<file path="src/rtl/arm_dispatch_pkg.sv">
package arm_dispatch_pkg;

    localparam int REF_W  = 12;
    localparam int WORD_W = 16;

    typedef enum logic [1:0] {
        SEQ_IDLE  = 2'd0,
        SEQ_ISSUE = 2'd1,
        SEQ_WAIT  = 2'd2
    } seq_state_e;

    // Bit order of the outgoing command word, MSB first.
    typedef struct packed {
        logic             spare;
        logic             halt;
        logic             drive_en;
        logic             cur_sign;
        logic [REF_W-1:0] ref_val;
    } cmd_word_t;

    function automatic cmd_word_t pack_cmd(input logic [REF_W-1:0] r,
                                           input logic s,
                                           input logic stopped);
        cmd_word_t w;
        w.spare    = 1'b0;
        w.halt     = stopped;
        w.drive_en = ~stopped;
        w.cur_sign = s;
        w.ref_val  = r;
        return w;
    endfunction

endpackage

</file>
<file path="src/rtl/period_timer.sv">
module period_timer #(
    parameter int PERIOD_CYCLES = 25000
) (
    input  logic clk,
    input  logic rst,
    output logic tick
);
    localparam int CNT_W = $clog2(PERIOD_CYCLES);

    logic [CNT_W-1:0] cnt_q;

    always_ff @(posedge clk) begin
        if (rst) begin
            cnt_q <= '0;
        end else if (tick) begin
            cnt_q <= '0;
        end else begin
            cnt_q <= cnt_q + 1'b1;
        end
    end

    assign tick = (cnt_q == CNT_W'(PERIOD_CYCLES - 1));

    // the period pulse is never wider than one cycle
    assert_tick_single_R4: assert property (@(posedge clk) disable iff (rst)
        tick |=> !tick);

endmodule

</file>
<file path="src/rtl/halt_latch.sv">
module halt_latch (
    input  logic clk,
    input  logic rst,
    input  logic fault_in,
    input  logic stop_cmd,
    input  logic start_cmd,
    input  logic link_fail,
    output logic stop_q
);
    logic set_req;

    assign set_req = fault_in | stop_cmd | link_fail;

    always_ff @(posedge clk) begin
        if (rst) begin
            stop_q <= 1'b1;
        end else if (set_req) begin
            stop_q <= 1'b1;
        end else if (start_cmd) begin
            stop_q <= 1'b0;
        end
    end

    assert_fault_stops_R8: assert property (@(posedge clk) disable iff (rst)
        (fault_in || stop_cmd) |=> stop_q);

    assert_release_gated_R9: assert property (@(posedge clk) disable iff (rst)
        $fell(stop_q) |-> ($past(start_cmd) && !$past(fault_in)));

endmodule

</file>
<file path="src/rtl/dispatch_sequencer.sv">
module dispatch_sequencer
    import arm_dispatch_pkg::*;
#(
    parameter int NUM_ARMS       = 6,
    parameter int TIMEOUT_CYCLES = 1024,
    parameter int ADDR_W         = 3,
    parameter int SLOT_W         = 3
) (
    input  logic                      clk,
    input  logic                      rst,
    input  logic                      tick,
    input  logic [NUM_ARMS*REF_W-1:0] arm_ref,
    input  logic [NUM_ARMS-1:0]       arm_sign,
    input  logic                      stop_now,
    input  logic                      txn_done,
    input  logic                      txn_nack,
    output logic                      txn_start,
    output logic [ADDR_W-1:0]         txn_addr,
    output logic                      txn_read,
    output logic [WORD_W-1:0]         txn_wdata,
    output logic                      rd_valid,
    output logic [ADDR_W-1:0]         rd_index,
    output logic                      link_fail,
    output logic                      overrun
);
    localparam int TMO_W = $clog2(TIMEOUT_CYCLES + 1);
    localparam logic [SLOT_W-1:0] READ_SLOT = SLOT_W'(NUM_ARMS);
    localparam logic [ADDR_W-1:0] LAST_ARM  = ADDR_W'(NUM_ARMS - 1);

    seq_state_e        state_q;
    logic [SLOT_W-1:0] slot_q;
    logic [ADDR_W-1:0] rd_sel_q, rd_next_q;
    logic [TMO_W-1:0]  tmo_q;
    logic              in_wait, tmo_hit, finishing, is_read;
    logic [ADDR_W-1:0] wr_idx;

    assign in_wait   = (state_q == SEQ_WAIT);
    assign is_read   = (slot_q == READ_SLOT);
    assign tmo_hit   = in_wait && !txn_done && !txn_nack &&
                       (tmo_q == TMO_W'(TIMEOUT_CYCLES - 1));
    assign finishing = in_wait && (txn_done || txn_nack || tmo_hit);

    always_ff @(posedge clk) begin
        if (rst) begin
            state_q   <= SEQ_IDLE;
            slot_q    <= '0;
            rd_sel_q  <= '0;
            rd_next_q <= '0;
            tmo_q     <= '0;
        end else if (tick) begin
            state_q   <= SEQ_ISSUE;
            slot_q    <= '0;
            rd_sel_q  <= rd_next_q;
            rd_next_q <= (rd_next_q == LAST_ARM) ? '0 : rd_next_q + 1'b1;
            tmo_q     <= '0;
        end else begin
            unique case (state_q)
                SEQ_ISSUE: begin
                    state_q <= SEQ_WAIT;
                    tmo_q   <= '0;
                end
                SEQ_WAIT: begin
                    if (finishing) begin
                        tmo_q <= '0;
                        if (is_read) begin
                            state_q <= SEQ_IDLE;
                        end else begin
                            slot_q  <= slot_q + 1'b1;
                            state_q <= SEQ_ISSUE;
                        end
                    end else begin
                        tmo_q <= tmo_q + 1'b1;
                    end
                end
                default: state_q <= SEQ_IDLE;
            endcase
        end
    end

    assign wr_idx    = is_read ? '0 : slot_q[ADDR_W-1:0];
    assign txn_start = (state_q == SEQ_ISSUE);
    assign txn_read  = is_read;
    assign txn_addr  = is_read ? rd_sel_q : wr_idx;
    assign txn_wdata = is_read ? '0 :
        pack_cmd(arm_ref[int'(wr_idx)*REF_W +: REF_W], arm_sign[wr_idx], stop_now);

    assign rd_valid  = finishing && is_read && txn_done && !txn_nack;
    assign rd_index  = rd_sel_q;
    assign link_fail = in_wait && (txn_nack || tmo_hit);
    assign overrun   = tick && (state_q != SEQ_IDLE);

    assert_start_pulse_R5: assert property (@(posedge clk) disable iff (rst)
        txn_start |=> !txn_start);

    assert_addr_range_R2: assert property (@(posedge clk) disable iff (rst)
        txn_start |-> (txn_addr <= LAST_ARM));

    // a timed-out transaction never stays pending
    assert_timeout_moves_R7: assert property (@(posedge clk) disable iff (rst)
        (tmo_hit && !tick) |=> (state_q != SEQ_WAIT));

endmodule

</file>
<file path="src/rtl/arm_dispatch_top.sv">
module arm_dispatch_top
    import arm_dispatch_pkg::*;
#(
    parameter int NUM_ARMS       = 6,
    parameter int PERIOD_CYCLES  = 25000,
    parameter int TIMEOUT_CYCLES = 1024
) (
    input  logic                            clk,
    input  logic                            rst,
    input  logic [NUM_ARMS*12-1:0]          arm_ref,
    input  logic [NUM_ARMS-1:0]             arm_sign,
    input  logic                            start_cmd,
    input  logic                            stop_cmd,
    input  logic                            fault_in,
    output logic                            txn_start,
    output logic [$clog2(NUM_ARMS)-1:0]     txn_addr,
    output logic                            txn_read,
    output logic [15:0]                     txn_wdata,
    input  logic [15:0]                     txn_rdata,
    input  logic                            txn_done,
    input  logic                            txn_nack,
    output logic [NUM_ARMS*16-1:0]          arm_volt,
    output logic                            sync_pulse,
    output logic                            overrun,
    output logic                            stop_out
);
    localparam int ADDR_W = $clog2(NUM_ARMS);
    localparam int SLOT_W = $clog2(NUM_ARMS + 1);

    logic              tick, rd_valid, link_fail;
    logic [ADDR_W-1:0] rd_index;

    period_timer #(.PERIOD_CYCLES(PERIOD_CYCLES)) u_timer (
        .clk  (clk),
        .rst  (rst),
        .tick (tick)
    );

    halt_latch u_halt (
        .clk       (clk),
        .rst       (rst),
        .fault_in  (fault_in),
        .stop_cmd  (stop_cmd),
        .start_cmd (start_cmd),
        .link_fail (link_fail),
        .stop_q    (stop_out)
    );

    dispatch_sequencer #(
        .NUM_ARMS       (NUM_ARMS),
        .TIMEOUT_CYCLES (TIMEOUT_CYCLES),
        .ADDR_W         (ADDR_W),
        .SLOT_W         (SLOT_W)
    ) u_seq (
        .clk       (clk),
        .rst       (rst),
        .tick      (tick),
        .arm_ref   (arm_ref),
        .arm_sign  (arm_sign),
        .stop_now  (stop_out),
        .txn_done  (txn_done),
        .txn_nack  (txn_nack),
        .txn_start (txn_start),
        .txn_addr  (txn_addr),
        .txn_read  (txn_read),
        .txn_wdata (txn_wdata),
        .rd_valid  (rd_valid),
        .rd_index  (rd_index),
        .link_fail (link_fail),
        .overrun   (overrun)
    );

    assign sync_pulse = tick;

    for (genvar i = 0; i < NUM_ARMS; i++) begin : g_volt
        logic [WORD_W-1:0] volt_q;
        always_ff @(posedge clk) begin
            if (rst) begin
                volt_q <= '0;
            end else if (rd_valid && (rd_index == ADDR_W'(i))) begin
                volt_q <= txn_rdata;
            end
        end
        assign arm_volt[i*WORD_W +: WORD_W] = volt_q;
    end

    assert_link_fail_stops_R6: assert property (@(posedge clk) disable iff (rst)
        link_fail |=> stop_out);

    assert_sync_then_start_R4: assert property (@(posedge clk) disable iff (rst)
        sync_pulse |=> txn_start);

    assert_overrun_restart_R10: assert property (@(posedge clk) disable iff (rst)
        overrun |=> (txn_start && !txn_read && txn_addr == '0));

endmodule

</file>
<file path="config.mk">
export PLATFORM = sky130hd
export DESIGN_NAME = arm_dispatch_top
export DESIGN_NICKNAME = d
export VERILOG_FILES = /design/src/rtl/arm_dispatch_pkg.sv /design/src/rtl/period_timer.sv /design/src/rtl/halt_latch.sv /design/src/rtl/dispatch_sequencer.sv /design/src/rtl/arm_dispatch_top.sv
export SDC_FILE = /design/constraint.sdc
export NUM_CORES = 1
export LEC_CHECK = 0
export ABC_AREA = 1
export BUFFER_PORTS_ARGS = -buffer_cell sky130_fd_sc_hd__clkbuf_2
export CAP_MARGIN = 20
export CORE_ASPECT_RATIO = 0.8
export CORE_MARGIN = 8
export CORE_UTILIZATION = 50
export DETAILED_ROUTE_END_ITERATION = 8
export PLACE_DENSITY = 0.9
export SLEW_MARGIN = 20
export SYNTH_ARGS = -nofsm -noshare
export SYNTH_HDL_FRONTEND = slang
export SYNTH_SLANG_ARGS = --single-unit
</file>
<file path="constraint.sdc">
create_clock -name clk -period 2.85 [get_ports clk]
set_clock_uncertainty 0.15 [all_clocks]
set_input_delay 0.57 -clock clk [delete_from_list [all_inputs] [get_ports clk]]
set_output_delay 0.57 -clock clk [all_outputs]
set_load 0.005 [all_outputs]
</file>
==> impl_results.md, run 1 <==
* Count leader, synth: nor2_1
* Final WS setup at 0.1408 ns
* CTS tree: built
* Hold path startpoint: fault_in
* N_diodes at 0
* Synth cell types at 39
* R2r setup slk at 0.67 ns
* Die width at 139.3 um
* Cells after synthesis at 861
* Crit path from: u_seq.slot_q[0]
* Largest net degree at the start of global routing at 102
* Lkg Pwr at 3.849 nW
* Largest family of logic cells by synthesized area: simple AND/OR/NAND/NOR gates
* Max-cap violations at 0
* Syn Area/Cell at 7.068 um^2
* Worst Hold End: u_halt.stop_q
* Routed vias at 6,577
* Sequential share of the synthesized area at 44.08%
* HPWL Detailed at 15.14 mm
* Yosys top cell by area: dfxtp_1
* Worst Reg-to-Reg Cells at 8
* Crit path DAT at 1.99 ns
* Net count, final at 1,186
* YS warnings at 0
* Status: finished, final reports clean
* Period utilisation layout at 95.06%
* Launching point of the worst reg2reg path: u_timer.cnt_q[0]
* Most area-consuming cells after synthesis: dfxtp_1 44%, nor2_1 15%, nand2_1 7.5%
* Slew margin rel. at 45.36%
* Total CTS buffers at 17
* Share of cells above drive strength 1 at 28.05%
* Placed cells at 1,206
* Cell row count at 36
* Commonest cells in the netlist: 248 x nor2_1, 134 x dfxtp_1, 122 x nand2_1, 78 x o21ai_0, 55 x nand3_1
* Final wirelength at 20.85 mm
* Fin crit period at 2.709 ns
* Max stage delay on crit path at 0.33 ns
* Adder-cell share of the synthesized area at 1.439%
* IO Port Bufs at 219
* Crit path max fanout at 7
* Clk slew on worst S/H paths at 0.06 ns
* Number of synthesized flops with an enable pin at 0
* Mapped Nets at 969
* Post-synth top flop: dfxtp_1
* Remaining DRCs at 0
* Die Ht at 114.7 um
* Worst Path Class, Setup: flop to output pin
* Synthesis-to-layout area growth at 31.93%
* Non-Filler Instances at 1,243
* Yosys top cell area share at 44.08%
* Initial core utilization at 50.60%
* First-pass GRT wire length at 32.38 mm
* XOR/XNOR share of the synthesized area at 1.583%
* Worst-margin pin slew at 0.8196 ns
* Pwr Density at 544.9 nW/um^2
* Fin. max-slew vios at 0
* Min-Delay Path Class: input pin to flop
* Core ar. at 12,030 um^2
* Async SR Flop Fraction at 0%
* Hold depth at 3
* Routed Antenna Nets at 0
* DR iter-0 viols at 561
* Sink Count at 134
* FF-to-FF End: u_seq.tmo_q[10]
* Avg WL per Cell at 16.77 um
* Slowest CP cell: dfxtp_2
* Clock root cell: clkbuf_16
* Die area at 15,980 um^2
* Critical path required time at 2.13 ns
* Total power at 4.375 mW
* GRT overflow at 0
* Fin area at 8029 um^2
* First-pass iteration count of the detailed router at 9
* Crit start category: flop
* H-tree Lvls at 4
* GRT Util Overall at 25.49%
* Antenna violations before repair at 0
* Peak Freq at 0.3691 GHz
* Synth Area in Compound Gates at 11.72%
* Synth Register Bits at 134
* Mux cell area share after synthesis at 1.316%
* Max IR drop VDD at 0.4414 mV
* Synth Cell Area at 6086 um^2
* Fin. Hold Viols at 0
* Simple-Gate Fraction of Synth Area at 32.96%
* Latest clock arrival within the worst-skew pair at 0.42 ns
* Finished Core Util at 66.76%
* DP Worst Slack at 0.2165 ns
* Vias/cell at 5.291
* Number of global-route vias before repair at 6,147
* Critical path capture point type: output pin
* # setup viols final at 0
* Routability Congestion at 0.8917
* FILL cells at 1,025
* Worst-path cell chain: inv_2 -> ha_4 -> nand2_8 -> inv_8 -> nor2_4 -> clkinvlp_4 -> nand3_1 -> nand2_1 -> nand2_1 -> nand2_1 -> inv_1 -> clkbuf_2
* Max Root-Sink Buffers at 2
* Placed Area at 7256 um^2
* IO Count at 221
* CP most frequent cell: nand2_1
-- layer usage --
metal	global-route usage, %	vias to the layer above	wire (um)
li1	-	3233	-
met1	30.29	2951	8554
met4	11.89	0	648
met3	7.917	47	1928
met5	0	-	0
met2	41.60	346	9713
-- cell usage in the layout (no fill, tap or decap), types with 4 or more instances in the layout --
cell type | Yosys | final
buf_4 | 4 | 11
ha_1 | 7 | 6
mux2i_1 | 8 | 8
dfxtp_1 | 134 | 131
o21ai_0 | 78 | 78
nand3_1 | 55 | 48
nand2_1 | 122 | 121
inv_6 | 0 | 6
clkbuf_2 | 0 | 217
o31ai_1 | 6 | 5
nor2_1 | 248 | 248
nand4_1 | 15 | 15
a21oi_1 | 18 | 18
inv_2 | 8 | 9
nor3_1 | 8 | 8
clkinvlp_4 | 0 | 4
nand3_2 | 0 | 7
xor2_1 | 7 | 7
clkbuf_16 | 0 | 17
inv_1 | 46 | 44
xnor2_1 | 4 | 4
o21ai_1 | 35 | 35
-- where the power goes --
| group | leakage [nW] | switching (mW) | internal [mW] |
|---|---|---|---|
| combinational | 2.48 | 0.125 | 0.0891 |
| clock | 0.293 | 0.865 | 1.42 |
| sequential | 1.08 | 0.00321 | 1.88 |
| total | 3.85 | 0.994 | 3.38 |
-- sequential cells by signal (all words and copies together), names as in the netlist --
| register | cells |
|---|---|
| u_seq.rd_next_q | 3 |
| u_seq.slot_q | 3 |
| g_volt.volt_q | 96 |
| u_halt.stop_q | 1 |
| u_timer.cnt_q | 15 |
| u_seq.state_q | 2 |
| u_seq.tmo_q | 11 |
| u_seq.rd_index | 3 |
-- cells by family after synthesis --
group,count (synthesis)
simple gates,467
compound gates,139
xor+xnor,11
other cells,1
mux,8
fa+ha+maj,7
buf+inv,94
flops,134
-- layout make-up --
class                   count  area (um^2)  share of cell area [%]
multi-input cells         633         3065                   38.18
clock inverters            12        166.4                   2.073
repair inverters            1        7.507                 0.09350
repair buffers            233         1230                   15.32
flip-flops and latches    134         2686                   33.46
clock buffers              20        446.7                   5.563
inverters                  58        236.5                   2.945
well taps                 152        190.2                   2.369
-- per-stage QoR --
stage                     hold slack [ns]   TNS [ns]
final                              0.2228          0
after global routing               0.2356  -0.001608
after CTS                          0.2092  -0.008456
after detailed placement           0.2929          0
after global placement             0.2829          0
after floorplan                    0.2675          0
-- critical path: cells and delay by family (launching register included) --
kind	cells	cell delay, ns
simple gates	6	0.54
buf+inv	5	0.50
flops	1	0.33
fa+ha+maj	1	0.18
-- what timing repair did --
item                                    4_1_cts  5_1_grt
endpoints found under the setup margin       14       14
resized for setup                            16       15
pin swaps                                     4        2
buffers inserted                              5        0
hold buffers                                  0        0
cloned                                        1        0
-- how the worst max path moves through the flow --
stage,end,slack [ns],depth (start not counted)
CTS,txn_wdata[1],-0.007,12
finish,txn_wdata[1],0.14,12
floorplan,txn_wdata[12],0.24,13
detailed placement,txn_wdata[3],0.22,13
global route,txn_wdata[9],-0.002,10
global placement,txn_wdata[8],0.29,13
(Power assumes the default switching activity.)
==> run 2, diff against run 1 <==
CORE_ASPECT_RATIO = default   (was 0.8)
==> impl_results.md, run 2 (synthesis gave the netlist of run 1 again) <==
* Critical path required time at 2.13 ns (about the same)
* TNS Setup at 0 ns (unchanged)
* Remaining DRCs at 0 (unchanged)
* Placed cells at 1,200 (was 1,206)
* IO Count at 221 (unchanged)
* Pwr Density at 561.4 nW/um^2 (was 544.9 nW/um^2)
* Synthesis-to-layout area growth at 30.63% (was 31.93%)
* Max-cap violations at 0 (unchanged)
* Antenna violations before repair at 0 (unchanged)
* Min-Delay Path Class: input pin to flop (unchanged)
* Non-Filler Instances at 1,235 (was 1,243)
* RSZ-0062 raised after global routing: no
* Status: finished, final reports clean (unchanged)
* Number of global-route vias before repair at 6,226 (was 6,147)
* Routability Congestion at 0.9271 (was 0.8917)
* Multi-input gate area at 3014 um^2 (was 3065 um^2)
* Period utilisation layout at 94.98% (was 95.06%)
* Core ar. at 11,960 um^2 (was 12,030 um^2)
* Routed vias at 6,534 (was 6,577)
* Fin. Hold Viols at 0 (unchanged)
* Clock share of power at 53.4% (was 52.1%)
* Initial core utilization at 50.88% (was 50.60%)
* Slew margin rel. at 46.62% (was 45.36%)
* Avg WL per Cell at 15.59 um (was 16.77 um)
* Largest regs: g_volt.volt_q x96, u_timer.cnt_q x15, u_seq.tmo_q x11 (unchanged)
* Most frequent cells in the layout: 248 x nor2_1, 219 x clkbuf_2, 133 x dfxtp_1, 122 x nand2_1, 78 x o21ai_0 (was 248 x nor2_1, 217 x clkbuf_2, 131 x dfxtp_1, 121 x nand2_1, 78 x o21ai_0)
* Fin. max-slew vios at 0 (unchanged)
* DP Worst Slack at 0.2259 ns (was 0.2165 ns)
* FF/Latch Area at 2684 um^2 (was 2686 um^2)
* DR iter-0 viols at 511 (was 561)
* Total power at 4.463 mW (was 4.375 mW)
* IO Port Bufs at 219 (unchanged)
* Reg power frac at 42.1% (was 43.0%)
* Die area at 15,960 um^2 (was 15,980 um^2)
* Cell-internal power at 3.459 mW (was 3.382 mW)
* Share of cells above drive strength 1 at 26.93% (was 28.05%)
* P_sw at 1.004 mW (was 0.9935 mW)
* Finished Core Util at 66.46% (was 66.76%)
* Die width at 126.3 um (was 139.3 um)
* Register with the most flip-flops: g_volt.volt_q (unchanged)
* # setup viols final at 0 (unchanged)
* CTS tree: built (unchanged)
* Worst Path Class, Setup: flop to output pin (unchanged)
* Switching share of total power at 22.50% (was 22.71%)
* HPWL Detailed at 14.04 mm (was 15.14 mm)
* N_diodes at 0 (unchanged)
* Worst-margin pin slew at 0.8007 ns (was 0.8196 ns)
* Sink Count at 134 (unchanged)
* Routed Antenna Nets at 0 (unchanged)
* Vias/cell at 5.291 (about the same)
* Max Root-Sink Buffers at 2 (unchanged)
* GRT Util Overall at 23.54% (was 25.49%)
* FILL cells at 987 (was 1,025)
* Crit path DAT at 1.99 ns (about the same)
* Commonest non-fill, non-tap cell in the layout: nor2_1 (unchanged)
* Net count, final at 1,183 (was 1,186)
* Clk slew on worst S/H paths at 0.06 ns (about the same)
* Latest clock arrival within the worst-skew pair at 0.41 ns (was 0.42 ns)
* Peak Freq at 0.3694 GHz (was 0.3691 GHz)
* Largest net degree at the start of global routing at 102 (unchanged)
* Lkg Pwr at 3.838 nW (was 3.849 nW)
* Critical path capture point type: output pin (unchanged)
* CTS Hold Buffers Added at 0 (unchanged)
* Clock root cell: clkbuf_16 (unchanged)
* Cell row count at 40 (was 36)
* Final WS setup at 0.1432 ns (was 0.1408 ns)
* Max IR drop VDD at 0.3400 mV (was 0.4414 mV)
* GRT overflow at 0 (unchanged)
* H-tree Lvls at 4 (unchanged)
* First-pass GRT wire length at 31.02 mm (was 32.38 mm)
* Die Ht at 126.3 um (was 114.7 um)
* Total CTS buffers at 17 (unchanged)
* First-pass iteration count of the detailed router at 7 (was 9)
* Final wirelength at 19.25 mm (was 20.85 mm)
* Crit start category: flop (unchanged)
* Max reg flops at 96 (unchanged)
* Combinational Power Share at 4.5% (was 4.9%)
* Fin crit period at 2.707 ns (was 2.709 ns)
* Crit path max fanout at 10 (was 7)
## run 2: changes by cell type in the layout (fill, tap and decap cells not counted), sizes merged
cell,previous run,this run
buf,16,12
clkinvlp,4,2
inv,60,62
bufinv,3,4
## run 2: per-stage QoR
step / hold WS [ns] / cell area, um^2
2_1_floorplan: 0.2675 / 6086
3_3_place_gp: 0.2808 / 7242
3_5_place_dp: 0.2990 / 7242
4_1_cts: 0.2047 / 7928
5_1_grt: 0.2235 / 7950
6_report: 0.2117 / 7950
## run 2: cell type report
class / instances / area share, %
timing repair buffer: 231 / 15.01
sequential: 134 / 33.76
multi-input combinational: 633 / 37.91
inverter: 58 / 2.943
clock inverter: 14 / 2.660
tap: 147 / 2.313
clock buffer: 18 / 5.398
## run 2: what timing repair did
item / in CTS / in global routing
setup buffers: 2 / 1
gates resized for setup: 9 / 4
pin swaps: 0 / 2
endpoints found under the setup margin: 13 / 13
## run 2: power by group through the flow
| stage | Combinational (mW) | Sequential [mW] | Clock, mW |
|---|---|---|---|
| finish | 0.200 | 1.88 | 2.38 |
| global route | 0.223 | 1.88 | 2.48 |
| CTS | 0.199 | 1.88 | 2.40 |
| detailed placement | 0.197 | 1.92 | 0 |
| global placement | 0.195 | 1.92 | 0 |
| floorplan | 0.0805 | 1.92 | 0 |
## run 2: final timing paths
check / endpoint / cells after the start / slack (ns) / from
worst max-delay path: txn_wdata[9] / 6 / 0.14 / u_seq.slot_q[2]
worst min-delay path: u_halt.stop_q / 3 / 0.21 / fault_in
worst max register to register: u_seq.tmo_q[9] / 8 / 0.72 / u_timer.cnt_q[0]
worst min register to register: u_timer.cnt_q[0] / 1 / 0.31 / u_timer.cnt_q[0]
## run 2: worst max-delay path: stages, from the launching register on
cell      delay (ns)
dfxtp_1         0.38
buf_4           0.20
inv_1           0.17
nor2_1          0.18
nand2_1         0.20
o31ai_1         0.29
clkbuf_2        0.16
## run 2: layer usage
layer	routed length, um	vias up	GRT usage, %
met4	571	0	10.69
met2	9437	286	40.25
li1	-	3222	-
met5	0	-	0
met1	7629	2983	27.21
met3	1614	43	6.033
==> run 3, diff against run 2 <==
CORE_UTILIZATION = 51   (was 50)
PLACE_DENSITY = 0.91   (was 0.9)
clock period = 3.2 ns   (was 2.85 ns; I/O delays follow)
==> impl_results.md, run 3 (synthesis gave the netlist of run 1 again) <==
* Hold depth at 3 (unchanged)
* Commonest non-fill, non-tap cell in the layout: nor2_1 (unchanged)
* HPWL Detailed at 14.09 mm (was 14.04 mm)
* Routed vias at 6,631 (was 6,534)
* Net count, final at 1,186 (was 1,183)
* N_diodes at 0 (unchanged)
* FILL cells at 958 (was 987)
* Die area at 15,690 um^2 (was 15,960 um^2)
* Register with the most flip-flops: g_volt.volt_q (unchanged)
* Vias/cell at 5.356 (was 5.291)
* Die width at 125.2 um (was 126.3 um)
* Worst Hold End: u_halt.stop_q (unchanged)
* Fin. Hold Viols at 0 (unchanged)
* Worst-margin pin slew at 0.8146 ns (was 0.8007 ns)
* Fin crit period at 2.967 ns
* Share of cells above drive strength 1 at 27.04% (was 26.93%)
* Crit path DAT at 2.18 ns (was 1.99 ns)
* Slew margin rel. at 45.69% (was 46.62%)
* RSZ-0062 raised after global routing: no (unchanged)
* Avg WL per Cell at 15.58 um (was 15.59 um)
* First-pass GRT wire length at 30.77 mm (was 31.02 mm)
* Sink Count at 134 (unchanged)
* Number of global-route vias before repair at 6,377 (was 6,226)
* Min-Delay Path Class: input pin to flop (unchanged)
* R2r setup slk at 0.85 ns (was 0.72 ns)
* IO Port Bufs at 219 (unchanged)
* Core ar. at 11,810 um^2 (was 11,960 um^2)
* Lkg Pwr at 3.834 nW (was 3.838 nW)
* Antenna violations before repair at 0 (unchanged)
* Die Ht at 125.2 um (was 126.3 um)
* Hold path startpoint: stop_cmd (was fault_in)
* CTS tree: built (unchanged)
* Peak Freq at 0.3371 GHz
* Critical path capture point type: output pin (unchanged)
* # setup viols final at 0 (unchanged)
* Worst Reg-to-Reg Cells at 9 (was 8)
* Largest regs: g_volt.volt_q x96, u_timer.cnt_q x15, u_seq.tmo_q x11 (unchanged)
* Remaining DRCs at 0 (unchanged)
* Routability Congestion at 0.9214 (was 0.9271)
* Final wirelength at 19.28 mm (was 19.25 mm)
* Synthesis-to-layout area growth at 29.93% (was 30.63%)
* DR iter-0 viols at 434 (was 511)
* Total CTS buffers at 17 (unchanged)
* First-pass iteration count of the detailed router at 5 (was 7)
* Crit start category: flop (unchanged)
* Most frequent cells in the layout: 248 x nor2_1, 219 x clkbuf_2, 134 x dfxtp_1, 122 x nand2_1, 78 x o21ai_0 (was 248 x nor2_1, 219 x clkbuf_2, 133 x dfxtp_1, 122 x nand2_1, 78 x o21ai_0)
* Placed Area at 7234 um^2 (was 7242 um^2)
* IO Count at 221 (unchanged)
* Crit path max fanout at 8 (was 10)
* Critical path required time at 2.41 ns (was 2.13 ns)
* Fin area at 7908 um^2 (was 7950 um^2)
* Latest clock arrival within the worst-skew pair at 0.42 ns (was 0.41 ns)
* Launching point of the worst reg2reg path: u_seq.state_q[0] (was u_timer.cnt_q[0])
* GRT Util Overall at 23.84% (was 23.54%)
* Routed Antenna Nets at 0 (unchanged)
* Period utilisation layout at 92.71%
* Clock root cell: clkbuf_16 (unchanged)
* Status: finished, final reports clean (unchanged)
* GRT overflow at 0 (unchanged)
* TNS Setup at 0 ns (unchanged)
* FF-to-FF End: g_volt[3].volt_q[10] (was u_seq.tmo_q[9])
* Initial core utilization at 51.53% (was 50.88%)
* Max reg flops at 96 (unchanged)
* Pwr Density at 483.5 nW/um^2 (was 561.4 nW/um^2)
* Max-cap violations at 0 (unchanged)
* Fin. max-slew vios at 0 (unchanged)
* Worst Path Class, Setup: flop to output pin (unchanged)
* H-tree Lvls at 4 (unchanged)
* Cell row count at 40 (unchanged)
* Clk slew on worst S/H paths at 0.06 ns (about the same)
* Largest net degree at the start of global routing at 102 (unchanged)
* Max IR drop VDD at 0.2685 mV (was 0.3400 mV)
* Max Root-Sink Buffers at 2 (unchanged)
[run 3: layout make-up]
| class | count | area [um^2] | share of cell area [%] |
|---|---|---|---|
| multi-input combinational | 633 | 2999 | 37.93 |
| tap | 147 | 183.9 | 2.326 |
| clock inverter | 14 | 158.9 | 2.009 |
| sequential | 134 | 2683 | 33.92 |
| inverter | 58 | 231.5 | 2.927 |
| clock buffer | 18 | 439.2 | 5.554 |
| timing repair buffer | 234 | 1212 | 15.33 |
[run 3: repair_timing]
action                                  in CTS  in global routing
hold buffers                                 0                  0
endpoints found under the setup margin       6                 13
pin swaps                                    0                  1
resized for setup                            2                  6
buffers inserted                             3                  4
[run 3: per-stage QoR]
step / cells / total power, mW / setup WS (ns) / util [%] / hold slack (ns)
floorplan: 861 / 1.782 / 0.5196 / - / 0.2675
global placement: 1199 / 1.884 / 0.4842 / 61.25 / 0.2817
detailed placement: 1199 / 1.888 / 0.4126 / 61.25 / 0.3208
CTS: 1234 / 3.832 / 0.1010 / 66.58 / 0.2753
global route: 1238 / 3.941 / 0.02845 / 66.95 / 0.2815
finish: 1238 / 3.823 / 0.2334 / 66.95 / 0.2778
[run 3: report_power, final]
part	total, mW	internal [mW]	switching, mW
sequential	1.67	1.67	0.00298
combinational	0.181	0.0780	0.103
clock	1.97	1.19	0.780
[run 3: worst max path at each step]
stage          cells after the start             from  slack (ns)       endpoint
3_5_place_dp                      10  u_seq.slot_q[0]        0.41   txn_wdata[7]
6_report                          11  u_seq.slot_q[0]        0.23  txn_wdata[11]
2_1_floorplan                     13  u_seq.slot_q[0]        0.52  txn_wdata[12]
5_1_grt                           13  u_seq.slot_q[0]        0.03   txn_wdata[3]
4_1_cts                           10  u_seq.slot_q[0]        0.10   txn_wdata[2]
3_3_place_gp                      10  u_seq.slot_q[0]        0.48   txn_wdata[7]
[run 3: per-layer routing]
layer | vias to the layer above | part of all wire, % | track usage [%]
li1 | 3234 | - | -
met1 | 3036 | 39 | 26.78
met2 | 296 | 48 | 39.95
met3 | 65 | 8.1 | 6.375
met4 | 0 | 4.4 | 14.26
met5 | - | 0 | 0
[run 3: critical path, cell delays in order, from the launching register on]
cell        delay, ns
dfxtp_1          0.33
clkinv_1         0.08
ha_2             0.22
nand2_4          0.11
clkinv_4         0.09
nor2_4           0.21
clkinvlp_4       0.13
buf_4            0.18
nand3_1          0.08
nand3_1          0.07
o31ai_1          0.08
clkbuf_2         0.16
